## config.mk

```make
export PLATFORM = sky130hd
export DESIGN_NAME = irq_regfile
export DESIGN_NICKNAME = d
export VERILOG_FILES = /design/src/rtl/irq_regfile.sv
export SDC_FILE = /design/constraint.sdc
export NUM_CORES = 1
export LEC_CHECK = 0
export ABC_AREA = 1
export BUFFER_PORTS_ARGS = -buffer_cell sky130_fd_sc_hd__buf_2
export CAP_MARGIN = 20
export CORE_ASPECT_RATIO = 1.1
export CORE_UTILIZATION = 48
export CTS_BUF_LIST = sky130_fd_sc_hd__clkbuf_4 sky130_fd_sc_hd__clkbuf_8
export DETAILED_ROUTE_END_ITERATION = 7
export PLACE_DENSITY = 0.91
export SYNTH_ARGS = -nofsm -noshare
export SYNTH_HDL_FRONTEND = slang
export SYNTH_SLANG_ARGS = --single-unit
```

## constraint.sdc

```tcl
create_clock -name clk -period 1.5 [get_ports clk]
set_clock_uncertainty 0.05 [all_clocks]
set_input_delay 0.075 -clock clk [delete_from_list [all_inputs] [get_ports clk]]
set_output_delay 0.075 -clock clk [all_outputs]
set_load 0.005 [all_outputs]
```

## src/rtl/irq_regfile.sv

```systemverilog
module irq_regfile #(
  parameter int DW = 8,
  parameter int AW = 6,
  parameter int NLOC = 2 ** AW,
  parameter logic [NLOC-1:0] WO_MASK = 64'hB0C0_0000_0000_0000,
  parameter logic [AW-1:0] CMD_LOC = '1
) (
  input  logic          clk,
  input  logic          rst_n,
  input  logic          cs,
  input  logic [1:0]    addr,
  input  logic          wr,
  input  logic          rd,
  input  logic [DW-1:0] wdata,
  output logic [DW-1:0] rdata,
  output logic          irq,
  input  logic [DW/2-1:0] evt,
  input  logic [DW-1:0] status_in,
  output logic [AW-1:0] ind_addr,
  output logic          ind_we,
  output logic [DW-1:0] ind_wdata,
  input  logic [DW-1:0] ind_rdata,
  output logic          cmd_strobe
);
  localparam int NIRQ = DW / 2;
  localparam int PADW = DW - AW - 1;

  logic [NIRQ-1:0] flags, en;
  logic [AW-1:0]   ptr;
  logic            autoinc;

  wire rd0 = cs && rd && addr == 2'd0;
  wire wr0 = cs && wr && addr == 2'd0;
  wire wr2 = cs && wr && addr == 2'd2;
  wire rd3 = cs && rd && addr == 2'd3;
  wire wr3 = cs && wr && addr == 2'd3;
  wire acc3 = rd3 || wr3;

  assign irq        = |(flags & en);
  assign ind_addr   = ptr;
  assign ind_wdata  = wdata;
  assign ind_we     = wr3 && ptr != CMD_LOC;
  assign cmd_strobe = wr3 && ptr == CMD_LOC;

  always_comb begin
    rdata = '0;
    if (cs && rd) begin
      case (addr)
        2'd0: rdata = {en, flags};
        2'd1: rdata = status_in;
        2'd2: rdata = {autoinc, {PADW{1'b0}}, ptr};
        default: rdata = WO_MASK[ptr] ? '0 : ind_rdata;
      endcase
    end
  end

  always_ff @(posedge clk or negedge rst_n) begin
    if (!rst_n) begin
      flags <= '0;
      en    <= '0;
    end else begin
      flags <= rd0 ? evt : (flags | evt);
      if (wr0) en <= wdata[DW-1:NIRQ];
    end
  end

  always_ff @(posedge clk or negedge rst_n) begin
    if (!rst_n) begin
      ptr     <= '0;
      autoinc <= 1'b0;
    end else if (wr2) begin
      ptr     <= wdata[AW-1:0];
      autoinc <= wdata[DW-1];
    end else if (acc3 && autoinc) begin
      ptr <= ptr + AW'(1);
    end
  end

  AST_FLAG_STICKY: assert property (@(posedge clk) disable iff (!rst_n)
    !rd0 |=> ((flags & $past(flags)) == $past(flags)));
  AST_FLAG_CLEAR: assert property (@(posedge clk) disable iff (!rst_n)
    (rd0 && evt == '0) |=> flags == '0);
  AST_EVT_KEEP: assert property (@(posedge clk) disable iff (!rst_n)
    rd0 |=> ((flags & $past(evt)) == $past(evt)));
  AST_PTR_STEP: assert property (@(posedge clk) disable iff (!rst_n)
    (acc3 && autoinc) |=> ptr == $past(ptr) + AW'(1));
  AST_PTR_HOLD: assert property (@(posedge clk) disable iff (!rst_n)
    (!acc3 && !wr2) |=> $stable(ptr));
  AST_WO_ZERO: assert property (@(posedge clk) disable iff (!rst_n)
    (rd3 && WO_MASK[ind_addr]) |-> rdata == '0);
  AST_CMD_EXCL: assert property (@(posedge clk) disable iff (!rst_n)
    !(cmd_strobe && ind_we));
endmodule

```

==> run_summary.xml <==
<?xml version="1.0" encoding="UTF-8"?>
<metrics>
  <group name="outcome">
    <metric name="status" unit="">finished with violations</metric>
    <metric name="violations" unit="">setup timing</metric>
  </group>
  <group name="global_route">
    <metric name="via_count_of_the_first_global_routing_pass" unit="">1206</metric>
    <metric name="grtUsageMet2" unit="">0.408</metric>
    <metric name="met3_routing_resource_usage_after_global_routing" unit="">0.0165</metric>
    <metric name="number_of_antenna_violations_at_the_first_check_in_global_routing" unit="">0</metric>
    <metric name="globalRouteOverflowTotal" unit="">0</metric>
    <metric name="grt-busiest-layer" unit="">met2</metric>
    <metric name="grt_pass1_wl" unit="mm">5.04</metric>
    <metric name="global_route.usage.met1" unit="">0.298</metric>
    <metric name="globalRouteTotalUtil" unit="">0.232</metric>
    <metric name="grt_max_degree" unit="">16</metric>
  </group>
  <group name="final_layout">
    <metric name="area_growth_syn_to_layout" unit="%">33.2</metric>
    <metric name="finish.net_count" unit="">283</metric>
    <metric name="final_util" unit="">0.705</metric>
    <metric name="drive_gt1_frac" unit="">0.388</metric>
    <metric name="insertedDiodeCount" unit="">0</metric>
    <metric name="layoutNonFillerInstCount" unit="">275</metric>
  </group>
  <group name="logic_synthesis">
    <metric name="synthDominantAreaCellType" unit="">sky130_fd_sc_hd__dfrtp_1</metric>
    <metric name="ys_async_sr_fraction" unit="">1.00</metric>
    <metric name="synthesis.instances" unit="">179</metric>
    <metric name="top_cell_type_s_share_of_synthesized_area" unit="">0.303</metric>
    <metric name="post-synth-top-count-cell" unit="">sky130_fd_sc_hd__nand2_1</metric>
    <metric name="biggest_area_contributors_in_the_synthesized_netlist" unit="">sky130_fd_sc_hd__dfrtp_1 (30%), sky130_fd_sc_hd__nand2_1 (15%), sky130_fd_sc_hd__nand3_1 (11%)</metric>
    <metric name="post_synth_design_cell_area" unit="µm²">1240</metric>
    <metric name="post_synth.cell_area_avg" unit="µm²">6.93</metric>
    <metric name="synth_cell_type_count" unit="">25</metric>
    <metric name="postSynthRegisterBits" unit="">15</metric>
    <metric name="postSynthNetCount" unit="">216</metric>
    <metric name="yosysSeqAreaShare" unit="">0.303</metric>
    <metric name="synth_ff_type" unit="">sky130_fd_sc_hd__dfrtp_1</metric>
    <metric name="synth_edf_count" unit="">0</metric>
    <metric name="yosysWarnings" unit="">0</metric>
    <metric name="yosys-top-cells-count" unit="">sky130_fd_sc_hd__nand2_1 (50), sky130_fd_sc_hd__nand3_1 (28), sky130_fd_sc_hd__dfrtp_1 (15), sky130_fd_sc_hd__inv_1 (14)</metric>
  </group>
  <group name="timing">
    <metric name="unrepaired_setup_endpoints_after_global_routing" unit="">true</metric>
    <metric name="final_critical_path_setup_slack" unit="ns">-0.0724</metric>
    <metric name="number_of_pins_with_negative_max_slew_slack_in_the_final_report" unit="">0</metric>
    <metric name="min_period" unit="ns">1.57</metric>
    <metric name="setup_viol" unit="">9</metric>
    <metric name="achievable-frequency" unit="MHz">636</metric>
    <metric name="fin_tns_setup" unit="ns">-0.423</metric>
    <metric name="hold_violations" unit="">0</metric>
    <metric name="worst-slew-pin-transition" unit="ns">0.338</metric>
    <metric name="max-slew-margin-rel" unit="">0.773</metric>
    <metric name="min_period_over_period" unit="">1.05</metric>
  </group>
  <group name="place">
    <metric name="port-buffer-count" unit="">59</metric>
    <metric name="place.gp.congestion" unit="">0.833</metric>
    <metric name="dp_hpwl" unit="mm">2.39</metric>
    <metric name="dp.cells" unit="">260</metric>
  </group>
  <group name="worst_setup_path">
    <metric name="timing.critical_path.required" unit="ns">1.37</metric>
    <metric name="reg2regPathDepth" unit="">6</metric>
    <metric name="crit_arrival" unit="ns">1.45</metric>
    <metric name="startpoint_class_of_the_critical_path" unit="">flop</metric>
    <metric name="endpoint_kind" unit="">primary output</metric>
    <metric name="path_class" unit="">flop to primary output</metric>
    <metric name="critPathMaxFanout" unit="">8</metric>
  </group>
  <group name="drt">
    <metric name="num_vias" unit="">1380</metric>
    <metric name="avgRoutedWirePerCell" unit="µm">11.3</metric>
    <metric name="drt.antenna.violating_nets" unit="">0</metric>
    <metric name="route.detailed.drc" unit="">0</metric>
    <metric name="dr.pass1.iters" unit="">4</metric>
    <metric name="vias_per_cell" unit="">5.02</metric>
    <metric name="finalWirelength" unit="mm">3.11</metric>
    <metric name="detailedRoute.firstIterationViolations" unit="">22</metric>
  </group>
  <group name="die">
    <metric name="die-width" unit="µm">50.5</metric>
    <metric name="floorplan.die_area" unit="µm²">2790</metric>
    <metric name="initial_utilization" unit="">0.529</metric>
    <metric name="ioPinCount" unit="">60</metric>
    <metric name="die_h" unit="µm">55.3</metric>
    <metric name="core-area" unit="µm²">2340</metric>
    <metric name="number_of_rows_created_at_floorplan" unit="">18</metric>
  </group>
  <group name="cts">
    <metric name="htree_num_levels" unit="">1</metric>
    <metric name="cts_sinks" unit="">15</metric>
    <metric name="cts_max_path_buffers" unit="">2</metric>
    <metric name="tritoncts" unit="">built</metric>
    <metric name="clkSlewWorstSetupHoldPaths" unit="ns">0.08</metric>
    <metric name="clock-root-buffer" unit="">sky130_fd_sc_hd__clkbuf_4</metric>
    <metric name="clock_buffer_count_from_cts" unit="">3</metric>
    <metric name="clk-insertion-delay-late" unit="ns">0.28</metric>
  </group>
  <group name="power_and_ir_drop">
    <metric name="power.density_cell_area" unit="nW/µm²">901</metric>
    <metric name="ir_worst_vdd" unit="mV">0.728</metric>
    <metric name="power_leakage" unit="nW">0.965</metric>
    <metric name="fin_total_pwr" unit="W">0.00149</metric>
  </group>
  <group name="min_path">
    <metric name="hold_path_depth" unit="">3</metric>
    <metric name="holdCritPathClass" unit="">primary input to flop</metric>
  </group>
  <group name="flow_run">
    <metric name="maxCapViolations" unit="">0</metric>
  </group>
</metrics>
-- worst max-delay path: stages, from the launching register on --
cell and delay (ns):
sky130_fd_sc_hd__dfrtp_1 0.42, sky130_fd_sc_hd__inv_1 0.07, sky130_fd_sc_hd__ha_1 0.15, sky130_fd_sc_hd__nand2_2 0.07
sky130_fd_sc_hd__nand3_4 0.11, sky130_fd_sc_hd__nand2_1 0.08, sky130_fd_sc_hd__a21oi_2 0.12, sky130_fd_sc_hd__buf_2 0.12
-- where the power goes --
group / internal [W] / total, W / switching (W)
Sequential: 0.000491 / 0.000611 / 0.000120
Clock: 0.0000991 / 0.000225 / 0.000125
Combinational: 0.000322 / 0.000652 / 0.000330
-- cell families (layout without fill, tap and decap cells) --
kind of cell / after synthesis / after routing / synth area share
fa+ha+maj: 2 / 2 / 0.0202
xor+xnor: 1 / 1 / 0.00706
buf+inv: 32 / 98 / 0.143
compound gates: 29 / 29 / 0.138
simple gates: 100 / 100 / 0.388
flops: 15 / 15 / 0.303
-- metal layers --
metal | wire [µm] | up-vias
met1 | 1350 | 625
met2 | 1540 | 42
met4 | 40 | 0
met3 | 182 | 5
met5 | 0 | -
li1 | - | 708
-- cell usage in the layout (no fill, tap or decap), types with 7 or more instances in the layout --
master,Yosys,final
sky130_fd_sc_hd__a21oi_1,9,8
sky130_fd_sc_hd__buf_2,0,59
sky130_fd_sc_hd__buf_4,9,9
sky130_fd_sc_hd__dfrtp_1,15,14
sky130_fd_sc_hd__dlygate4sd3_1,0,7
sky130_fd_sc_hd__inv_1,14,14
sky130_fd_sc_hd__nand2_1,50,49
sky130_fd_sc_hd__nand2_2,9,10
sky130_fd_sc_hd__nand3_1,28,27
sky130_fd_sc_hd__o21ai_0,7,7
-- repair_timing --
action                                  in CTS  in global routing
endpoints found under the hold margin       21                  0
resized for setup                            4                  1
buffers inserted                             3                  1
endpoints found under the setup margin      10                 10
hold buffers                                 7                  0
pin swaps                                    1                  0
-- flip-flops by register name, indices dropped and copies added, names as in the netlist --
| signal | flops |
|---|---|
| flags | 4 |
| autoinc | 1 |
| en | 4 |
| ind_addr | 6 |
-- stage by stage --
stage / hold slack (ns) / cell area (µm²) / setup WS, ns
5_1_grt: 0.0138 / 1650 / -0.190
6_report: 0.00938 / 1650 / -0.0724
2_1_floorplan: -0.271 / 1240 / 0.293
4_1_cts: 0.00486 / 1640 / -0.0521
3_3_place_gp: -0.0620 / 1500 / 0.129
3_5_place_dp: -0.0597 / 1500 / 0.0784
-- final cells by class --
class / instances / area (µm²)
Clock buffer: 3 / 22.5
Clock inverter: 1 / 5.00
Fill cell: 213 / 691
Inverter: 19 / 71.3
Multi-Input combinational cell: 132 / 706
Sequential cell: 15 / 377
Tap cell: 30 / 37.5
Timing Repair Buffer: 75 / 433
-- final timing paths --
check                         endpoint   startpoint  slack (ns)
max in group asynchronous  ind_addr[1]        rst_n        0.98
min in group asynchronous     flags[3]        rst_n        0.16
hold / removal             ind_addr[4]     wdata[4]       0.009
setup / recovery              rdata[3]  ind_addr[0]       -0.07
hold reg to reg                  en[1]        en[1]        0.48
setup reg to reg           ind_addr[4]  ind_addr[1]        0.21
Power figures use the tool's default switching activity.
